File: config.mk
export PLATFORM = sky130hd
export DESIGN_NAME = rob_core
export DESIGN_NICKNAME = d
export VERILOG_FILES = /design/src/rtl/rob_pkg.sv /design/src/rtl/rob_ptr_ctrl.sv /design/src/rtl/rob_slot_array.sv /design/src/rtl/rob_retire_ctl.sv /design/src/rtl/rob_core.sv
export SDC_FILE = /design/constraint.sdc
export NUM_CORES = 1
export LEC_CHECK = 0
export ABC_AREA = 1
export BUFFER_PORTS_ARGS = -buffer_cell sky130_fd_sc_hd__buf_2
export CAP_MARGIN = 15
export CORE_ASPECT_RATIO = 1.5
export CORE_MARGIN = 2
export CORE_UTILIZATION = 33
export DETAILED_ROUTE_END_ITERATION = 7
export GPL_TIMING_DRIVEN = 0
export MAX_ROUTING_LAYER = met4
export RECOVER_POWER = 100
export SYNTH_ARGS = -nofsm -noshare
export SYNTH_HDL_FRONTEND = slang
export SYNTH_HIERARCHICAL = 1
export SYNTH_SLANG_ARGS = --single-unit
export TNS_END_PERCENT = 30
File: constraint.sdc
create_clock -name clk -period 2.7 [get_ports clk]
set_input_delay 0.81 -clock clk [delete_from_list [all_inputs] [get_ports clk]]
set_output_delay 0.81 -clock clk [all_outputs]
set_load 0.05 [all_outputs]
File: src/rtl/rob_pkg.sv
// Shared types for the reorder buffer.
// Assumes: nothing beyond standard SystemVerilog.
package rob_pkg;

    // Life cycle of one queue slot
    typedef enum logic [1:0] {
        SLOT_FREE  = 2'd0,   // not allocated
        SLOT_WAIT  = 2'd1,   // allocated, result outstanding
        SLOT_OK    = 2'd2,   // result present, no exception
        SLOT_FAULT = 2'd3    // instruction raised an exception
    } slot_state_e;

endpackage

File: src/rtl/rob_ptr_ctrl.sv
// Head/tail/occupancy bookkeeping for the circular queue.
// Assumes: DEPTH is a power of two; the caller never asserts alloc_fire when
// full, nor commit_fire when empty; flush has priority over everything.
module rob_ptr_ctrl #(
    parameter int DEPTH = 8,
    localparam int TAG_W = $clog2(DEPTH),
    localparam int CNT_W = $clog2(DEPTH + 1)
) (
    input  logic             clk,
    input  logic             rst_n,
    input  logic             alloc_fire,
    input  logic             commit_fire,
    input  logic             flush,
    output logic [TAG_W-1:0] head,
    output logic [TAG_W-1:0] tail,
    output logic [CNT_W-1:0] count,
    output logic             full,
    output logic             empty
);

    // Advance pointers and track occupancy
    always_ff @(posedge clk) begin
        if (!rst_n || flush) begin
            head  <= '0;
            tail  <= '0;
            count <= '0;
        end else begin
            if (commit_fire) head <= head + TAG_W'(1);
            if (alloc_fire)  tail <= tail + TAG_W'(1);
            case ({alloc_fire, commit_fire})
                2'b10:   count <= count + CNT_W'(1);
                2'b01:   count <= count - CNT_W'(1);
                default: count <= count;
            endcase
        end
    end

    // Status flags from occupancy
    always_comb begin
        full  = (count == CNT_W'(DEPTH));
        empty = (count == '0);
    end

    AST_NO_OVERFLOW: assert property (@(posedge clk) disable iff (!rst_n)
        count <= CNT_W'(DEPTH));
    AST_PTR_GAP: assert property (@(posedge clk) disable iff (!rst_n)
        TAG_W'(tail - head) == TAG_W'(count));
    AST_FLUSH_EMPTIES: assert property (@(posedge clk) disable iff (!rst_n)
        flush |=> (count == '0 && head == '0 && tail == '0));

endmodule

File: src/rtl/rob_slot_array.sv
// Per-slot storage: state, PC, destination and result, one register set per
// entry built by generate. Read port addressed by rd_idx (the head).
// Assumes: alloc_idx names a free slot; release_idx names the head.
module rob_slot_array
    import rob_pkg::*;
#(
    parameter int DEPTH  = 8,
    parameter int PC_W   = 32,
    parameter int REG_W  = 5,
    parameter int DATA_W = 32,
    localparam int TAG_W = $clog2(DEPTH)
) (
    input  logic              clk,
    input  logic              rst_n,
    input  logic              flush,
    input  logic              alloc_fire,
    input  logic [TAG_W-1:0]  alloc_idx,
    input  logic [PC_W-1:0]   alloc_pc,
    input  logic [REG_W-1:0]  alloc_dest,
    input  logic              wb_valid,
    input  logic [TAG_W-1:0]  wb_tag,
    input  logic [DATA_W-1:0] wb_value,
    input  logic              wb_fault,
    input  logic              release_fire,
    input  logic [TAG_W-1:0]  rd_idx,
    output slot_state_e       rd_state,
    output logic [PC_W-1:0]   rd_pc,
    output logic [REG_W-1:0]  rd_dest,
    output logic [DATA_W-1:0] rd_value
);

    slot_state_e       state_arr [DEPTH];
    logic [PC_W-1:0]   pc_arr    [DEPTH];
    logic [REG_W-1:0]  dest_arr  [DEPTH];
    logic [DATA_W-1:0] value_arr [DEPTH];

    for (genvar i = 0; i < DEPTH; i++) begin : g_slot
        slot_state_e       st_q;
        logic [PC_W-1:0]   pc_q;
        logic [REG_W-1:0]  dest_q;
        logic [DATA_W-1:0] val_q;
        logic              hit_alloc, hit_wb, hit_rel;

        // Decode which operations address this slot
        always_comb begin
            hit_alloc = alloc_fire   && (alloc_idx == TAG_W'(i));
            hit_wb    = wb_valid     && (wb_tag    == TAG_W'(i)) && (st_q == SLOT_WAIT);
            hit_rel   = release_fire && (rd_idx    == TAG_W'(i));
        end

        // Slot state and payload update
        always_ff @(posedge clk) begin
            if (!rst_n || flush) begin
                st_q   <= SLOT_FREE;
                pc_q   <= '0;
                dest_q <= '0;
                val_q  <= '0;
            end else if (hit_rel) begin
                st_q <= SLOT_FREE;
            end else if (hit_alloc) begin
                st_q   <= SLOT_WAIT;
                pc_q   <= alloc_pc;
                dest_q <= alloc_dest;
                val_q  <= '0;
            end else if (hit_wb) begin
                st_q  <= wb_fault ? SLOT_FAULT : SLOT_OK;
                val_q <= wb_value;
            end
        end

        assign state_arr[i] = st_q;
        assign pc_arr[i]    = pc_q;
        assign dest_arr[i]  = dest_q;
        assign value_arr[i] = val_q;
    end

    // Head read port
    always_comb begin
        rd_state = state_arr[rd_idx];
        rd_pc    = pc_arr[rd_idx];
        rd_dest  = dest_arr[rd_idx];
        rd_value = value_arr[rd_idx];
    end

    AST_ALLOC_FREE_SLOT: assert property (@(posedge clk) disable iff (!rst_n)
        (alloc_fire && !flush) |-> state_arr[alloc_idx] == SLOT_FREE);
    AST_RELEASE_CLEAN: assert property (@(posedge clk) disable iff (!rst_n)
        release_fire |-> state_arr[rd_idx] == SLOT_OK);

endmodule

File: src/rtl/rob_retire_ctl.sv
// Retirement decision for the head slot: commit a clean result, or raise a
// flush with the handler redirect for a faulting one.
// Assumes: head fields come from the slot array read port.
module rob_retire_ctl
    import rob_pkg::*;
#(
    parameter int PC_W   = 32,
    parameter int REG_W  = 5,
    parameter int DATA_W = 32,
    parameter logic [PC_W-1:0] HANDLER_PC = 32'h0000_0080
) (
    input  logic              clk,
    input  logic              rst_n,
    input  logic              empty,
    input  slot_state_e       head_state,
    input  logic [PC_W-1:0]   head_pc,
    input  logic [REG_W-1:0]  head_dest,
    input  logic [DATA_W-1:0] head_value,
    output logic              commit_valid,
    output logic [PC_W-1:0]   commit_pc,
    output logic [REG_W-1:0]  commit_dest,
    output logic [DATA_W-1:0] commit_value,
    output logic              flush_valid,
    output logic [PC_W-1:0]   flush_epc,
    output logic [PC_W-1:0]   flush_target
);

    // Choose between commit, flush or waiting
    always_comb begin
        commit_valid = !empty && (head_state == SLOT_OK);
        flush_valid  = !empty && (head_state == SLOT_FAULT);
        commit_pc    = head_pc;
        commit_dest  = head_dest;
        commit_value = head_value;
        flush_epc    = head_pc;
        flush_target = HANDLER_PC;
    end

    AST_ONE_ACTION: assert property (@(posedge clk) disable iff (!rst_n)
        !(commit_valid && flush_valid));
    AST_FLUSH_SINGLE: assert property (@(posedge clk) disable iff (!rst_n)
        flush_valid |=> !flush_valid && !commit_valid);

endmodule

File: src/rtl/rob_core.sv
// Reorder buffer top: in-order allocate, any-order writeback, in-order
// retire with precise exception flush.
// Assumes: DEPTH is a power of two; the register file writes on commit_valid.
module rob_core
    import rob_pkg::*;
#(
    parameter int DEPTH  = 8,
    parameter int PC_W   = 32,
    parameter int REG_W  = 5,
    parameter int DATA_W = 32,
    parameter logic [PC_W-1:0] HANDLER_PC = 32'h0000_0080,
    localparam int TAG_W = $clog2(DEPTH),
    localparam int CNT_W = $clog2(DEPTH + 1)
) (
    input  logic              clk,
    input  logic              rst_n,
    input  logic              alloc_valid,
    input  logic [PC_W-1:0]   alloc_pc,
    input  logic [REG_W-1:0]  alloc_dest,
    output logic              alloc_ready,
    output logic [TAG_W-1:0]  alloc_tag,
    input  logic              wb_valid,
    input  logic [TAG_W-1:0]  wb_tag,
    input  logic [DATA_W-1:0] wb_value,
    input  logic              wb_fault,
    output logic              commit_valid,
    output logic [PC_W-1:0]   commit_pc,
    output logic [REG_W-1:0]  commit_dest,
    output logic [DATA_W-1:0] commit_value,
    output logic              flush_valid,
    output logic [PC_W-1:0]   flush_epc,
    output logic [PC_W-1:0]   flush_target
);

    logic [TAG_W-1:0]  head_idx, tail_idx;
    logic [CNT_W-1:0]  occ;
    logic              q_full, q_empty, alloc_fire;
    slot_state_e       h_state;
    logic [PC_W-1:0]   h_pc;
    logic [REG_W-1:0]  h_dest;
    logic [DATA_W-1:0] h_value;

    // Allocation handshake, blocked when full or flushing
    always_comb begin
        alloc_ready = !q_full && !flush_valid;
        alloc_fire  = alloc_valid && alloc_ready;
        alloc_tag   = tail_idx;
    end

    rob_ptr_ctrl #(.DEPTH(DEPTH)) u_ptr (
        .clk(clk), .rst_n(rst_n),
        .alloc_fire(alloc_fire), .commit_fire(commit_valid), .flush(flush_valid),
        .head(head_idx), .tail(tail_idx), .count(occ),
        .full(q_full), .empty(q_empty)
    );

    rob_slot_array #(.DEPTH(DEPTH), .PC_W(PC_W), .REG_W(REG_W), .DATA_W(DATA_W)) u_slots (
        .clk(clk), .rst_n(rst_n), .flush(flush_valid),
        .alloc_fire(alloc_fire), .alloc_idx(tail_idx),
        .alloc_pc(alloc_pc), .alloc_dest(alloc_dest),
        .wb_valid(wb_valid), .wb_tag(wb_tag), .wb_value(wb_value), .wb_fault(wb_fault),
        .release_fire(commit_valid), .rd_idx(head_idx),
        .rd_state(h_state), .rd_pc(h_pc), .rd_dest(h_dest), .rd_value(h_value)
    );

    rob_retire_ctl #(.PC_W(PC_W), .REG_W(REG_W), .DATA_W(DATA_W),
                     .HANDLER_PC(HANDLER_PC)) u_retire (
        .clk(clk), .rst_n(rst_n), .empty(q_empty),
        .head_state(h_state), .head_pc(h_pc), .head_dest(h_dest), .head_value(h_value),
        .commit_valid(commit_valid), .commit_pc(commit_pc), .commit_dest(commit_dest),
        .commit_value(commit_value), .flush_valid(flush_valid),
        .flush_epc(flush_epc), .flush_target(flush_target)
    );

    AST_COMMIT_ADVANCES: assert property (@(posedge clk) disable iff (!rst_n)
        commit_valid |=> head_idx == TAG_W'($past(head_idx) + TAG_W'(1)));
    AST_REFUSE_FULL: assert property (@(posedge clk) disable iff (!rst_n)
        (alloc_valid && !alloc_ready && !commit_valid && !flush_valid)
            |=> $stable(alloc_tag) && occ == CNT_W'(DEPTH));

endmodule

==> run_summary.xml <==
<?xml version="1.0" encoding="UTF-8"?>
<metrics>
  <group name="outcome">
    <metric name="outcome" unit="">finished, violations left</metric>
    <metric name="failed_checks" unit="">setup timing</metric>
  </group>
  <group name="clock_tree">
    <metric name="cts.sinks" unit="">578</metric>
    <metric name="cts_made_buffers" unit="">59</metric>
    <metric name="clock_transition_at_the_register_clock_pins_on_the_worst_setup_and_hold_paths_after_cts" unit="ns">0.07</metric>
    <metric name="tritoncts" unit="">done</metric>
    <metric name="insertion_delay" unit="ns">0.66</metric>
    <metric name="maximum_clock_insertion_buffer_count" unit="">3</metric>
    <metric name="cts_hold_buf" unit="">0</metric>
    <metric name="cts-htree-levels" unit="">2</metric>
    <metric name="clk_root_buffer_cell" unit="">clkbuf_16</metric>
  </group>
  <group name="detailed_routing">
    <metric name="routedWlPerCell" unit="microns">20.81</metric>
    <metric name="drc" unit="">0</metric>
    <metric name="ant_nets" unit="">0</metric>
    <metric name="post_drt_via_cell_ratio" unit="">5.176</metric>
    <metric name="totalWireLength" unit="microns">121800</metric>
    <metric name="vias" unit="">30290</metric>
    <metric name="drt-initial-drc-count" unit="">2610</metric>
    <metric name="detail_route.first_pass.iterations" unit="">6</metric>
  </group>
  <group name="place">
    <metric name="routabilityCongestion" unit="">0.9432</metric>
    <metric name="cell_count_after_placement" unit="">5650</metric>
    <metric name="dp_hpwl" unit="microns">85650</metric>
    <metric name="pre_cts_slack" unit="ns">-1.679</metric>
    <metric name="dpl_cell_area" unit="sq um">30690</metric>
    <metric name="port-buffer-count" unit="">151</metric>
  </group>
  <group name="yosys">
    <metric name="yosysWarnings" unit="">6</metric>
    <metric name="number_of_flops_mapped_to_enable_cells_by_yosys" unit="">0</metric>
    <metric name="predominant_post_synthesis_flop_cell" unit="">dfxtp_1</metric>
    <metric name="ys_seq_area_frac" unit="">0.4125</metric>
    <metric name="netlist-cell-type-count" unit="">28</metric>
    <metric name="synth_seq_cells" unit="">578</metric>
    <metric name="total_standard_cell_area_after_synthesis" unit="sq um">28050</metric>
    <metric name="post_synth.cell_area_avg" unit="sq um">6.467</metric>
    <metric name="post_synth_inst_count" unit="">4338</metric>
    <metric name="synthArstFlopShare" unit="">0</metric>
  </group>
  <group name="final_layout">
    <metric name="layout_common_cells" unit="">nand2_1 (1,155), nor2_1 (867), dfxtp_1 (576), nand3_1 (276), a21oi_1 (264)</metric>
    <metric name="layout-drive-gt1-share" unit="">0.1950</metric>
    <metric name="area_delta_synth_final" unit="%">29.46</metric>
    <metric name="final_cells" unit="">5853</metric>
    <metric name="nNetsFinal" unit="">4748</metric>
    <metric name="final_common_cell" unit="">nand2_1</metric>
    <metric name="design_area" unit="sq um">36320</metric>
  </group>
  <group name="floorplan">
    <metric name="io_pins" unit="">216</metric>
    <metric name="floorplan.initialDensity" unit="">0.3317</metric>
    <metric name="horizontal_extent_of_the_die" unit="microns">242.1</metric>
    <metric name="floorplan.core_area" unit="sq um">84580</metric>
    <metric name="num_rows" unit="">131</metric>
    <metric name="die-area" unit="sq um">87400</metric>
    <metric name="dieHeight" unit="microns">361.1</metric>
  </group>
  <group name="setup_path">
    <metric name="r2r_worst_path_depth" unit="">23</metric>
    <metric name="timing.critical_path.fanout_max" unit="">6</metric>
    <metric name="critical_path.endpoint_type" unit="">output pin</metric>
    <metric name="ff2ff_setup_slack" unit="ns">-0.47</metric>
    <metric name="timing_worst_setup_path_type" unit="">reg -&gt; out</metric>
    <metric name="path_buf_inv" unit="">6</metric>
    <metric name="worst-endpoint-required" unit="ns">1.89</metric>
    <metric name="timing.rr.start" unit="">u_ptr/head[0]</metric>
    <metric name="worst_path_largest_cell_delay" unit="ns">0.41</metric>
    <metric name="timing.rr.end" unit="">u_slots/g_slot[1].val_q[24]</metric>
    <metric name="arrival" unit="ns">2.63</metric>
    <metric name="crit_path_start_kind" unit="">register</metric>
    <metric name="path_delay_family" unit="">simple AND/OR/NAND/NOR gates</metric>
    <metric name="most_frequent_cell_on_the_critical_path" unit="">inv_2</metric>
    <metric name="cp_slowest_cell" unit="">dfxtp_4</metric>
    <metric name="worstPathCellList" unit="">inv_2 -&gt; nor2_4 -&gt; clkbuf_16 -&gt; buf_16 -&gt; nand2_4 -&gt; nand4_1 -&gt; nand2_1 -&gt; nand2_2 -&gt; nand2_2 -&gt; nor2_4 -&gt; inv_2 -&gt; nand2_4 -&gt; inv_2 -&gt; buf_8</metric>
  </group>
  <group name="global_route">
    <metric name="via_count_of_the_first_global_routing_pass" unit="">28520</metric>
    <metric name="grt.met1_usage" unit="">0.2768</metric>
    <metric name="global_route_usage_sum" unit="">0.2707</metric>
    <metric name="largest_net_degree_at_the_start_of_global_routing" unit="">16</metric>
    <metric name="global_route_wire_length_before_repair" unit="microns">175300</metric>
    <metric name="grt.busiest_layer" unit="">met2</metric>
    <metric name="groute.layer.met2.usage" unit="">0.4789</metric>
    <metric name="antenna_found_initial" unit="">12</metric>
    <metric name="met3_capacity_usage_during_global_routing" unit="">0.04421</metric>
    <metric name="grt-ovfl-total" unit="">0</metric>
  </group>
  <group name="timing">
    <metric name="max_freq" unit="GHz">0.2911</metric>
    <metric name="finalClockSkew" unit="ns">0.02548</metric>
    <metric name="timing.final.hold_violations" unit="">0</metric>
    <metric name="max_slew.worst_pin.slew" unit="ns">0.7848</metric>
    <metric name="rsz0062_at_grt" unit="">yes</metric>
    <metric name="finalWorstPathRequiredPeriod" unit="ns">3.436</metric>
    <metric name="postLayoutSetupSlackWorst" unit="ns">-0.7356</metric>
    <metric name="total_of_endpoints_with_negative_setup_slack_in_the_final_report" unit="">676</metric>
    <metric name="timing.slew.headroom" unit="">0.4768</metric>
    <metric name="slew_viol_final" unit="">0</metric>
    <metric name="final_critical_path_share_of_the_clock_period" unit="">1.272</metric>
  </group>
  <group name="worst_hold_path">
    <metric name="hold_end" unit="">u_slots/g_slot[0].st_q[1]</metric>
    <metric name="hold_path.startpoint" unit="">u_slots/g_slot[0].st_q[1]</metric>
    <metric name="hold_path_class" unit="">reg -&gt; reg</metric>
    <metric name="min_delay_path_depth" unit="">2</metric>
  </group>
  <group name="power">
    <metric name="irDropWorstVdd" unit="V">0.0005138</metric>
    <metric name="p_per_area" unit="nW/um^2">603.4</metric>
    <metric name="power.total" unit="uW">21910</metric>
    <metric name="leakagePower" unit="uW">0.01582</metric>
  </group>
  <group name="job">
    <metric name="max-cap-violations" unit="">0</metric>
  </group>
</metrics>
[routing by layer]
metal	part of all wire	vias up
met2	0.50	1270
met3	0.064	490
met4	0.079	0
li1	-	14480
met1	0.36	14050
met5	0	-
[worst max-delay path by stage]
stage / startpoint / to / slack (ns) / cells after the start
finish: u_ptr/head[0] / alloc_ready / -0.74 / 14
CTS: u_ptr/head[0] / commit_valid / -0.69 / 10
floorplan: u_ptr/head[0] / u_ptr/count[2] / -0.04 / 23
detailed placement: u_ptr/head[2] / u_slots/g_slot[4].val_q[25] / -1.68 / 13
global placement: u_ptr/head[2] / u_slots/g_slot[3].val_q[1] / -1.67 / 13
global route: u_ptr/head[1] / alloc_ready / -0.79 / 14
[report_power, final]
group	total (uW)	internal, uW	switching [uW]
sequential	9050	8860	192
clock	8630	4850	3770
combinational	4230	1600	2640
total	21900	15300	6600
[cells by family after synthesis]
family,after synthesis,synth area share
adder cells (fa/ha/maj),5,0.002230
AND/OR/NAND/NOR,2551,0.3656
multiplexers,1,0.0003568
flip-flops,578,0.4125
XOR/XNOR,4,0.001249
other,2,0.0002677
buffers and inverters,557,0.09759
AO/OA/AOI/OAI,640,0.1202
[synthesized netlist by cell type, types with 7 or more instances]
cell,count,area [sq um]
inv_2,16,60.06
buf_2,117,585.6
nand4_1,112,700.7
a22oi_1,60,450.4
o21ai_0,234,1171
clkbuf_1,159,596.8
a211oi_1,7,52.55
nand2_1,1273,4778
a21oi_1,271,1356
buf_4,133,998.5
o21ai_1,66,330.3
nor2_1,874,3281
inv_1,47,176.4
buf_1,84,315.3
dfxtp_1,578,11570
nand3_1,277,1386
[worst register-to-register path, cell delays in order (launching register included)]
cell       delay [ns]
dfxtp_4          0.38
inv_2            0.09
nor2_4           0.06
clkbuf_16        0.18
buf_16           0.15
nand2_4          0.06
nand4_1          0.15
nand2_1          0.13
nand2_2          0.08
nand2_2          0.08
nor2_4           0.05
inv_2            0.08
nand2_4          0.05
nor2_4           0.20
inv_2            0.08
nor2_4           0.23
buf_6            0.15
nand3_4          0.18
nand2_8          0.15
buf_12           0.16
buf_8            0.15
nand3_1          0.08
nand2_1          0.09
nor2_1           0.05
[state kept, by name, indices dropped and copies added, names as in the netlist]
name                   cells
u_ptr/tail                 3
u_ptr/head                 3
u_slots/g_slot.dest_q     40
u_ptr/count                4
u_slots/g_slot.st_q       16
u_slots/g_slot.pc_q      256
u_slots/g_slot.val_q     256
[per-stage QoR]
stage / TNS, ns / utilization / hold slack (ns)
global route: -302.82 / 0.4294 / 0.4982
detailed placement: -800.45 / 0.3629 / 0.4621
floorplan: -5.203 / - / 0.4457
CTS: -275.70 / 0.4067 / 0.4743
global placement: -787.01 / 0.3627 / 0.4604
finish: -242.70 / 0.4294 / 0.4780
[repair_timing]
action / 4_1_cts / 5_1_grt
hold endpoints to repair: 0 / 0
endpoints found under the setup margin: 682 / 676
resized for setup: 465 / 591
cloned: 4 / 10
pin swaps: 17 / 49
setup buffers: 40 / 39
[final cells by class]
class / instances / area [sq um]
clock buffers: 80 / 1685
multi-input cells: 3234 / 14550
repair buffers: 243 / 2559
clock inverters: 27 / 299.0
well taps: 1130 / 1414
inverters: 63 / 299.0
flip-flops and latches: 578 / 11580
diodes: 11 / 27.53
fillers: 9027 / 48260
plain buffers: 487 / 3909
(Power assumes the default switching activity.)
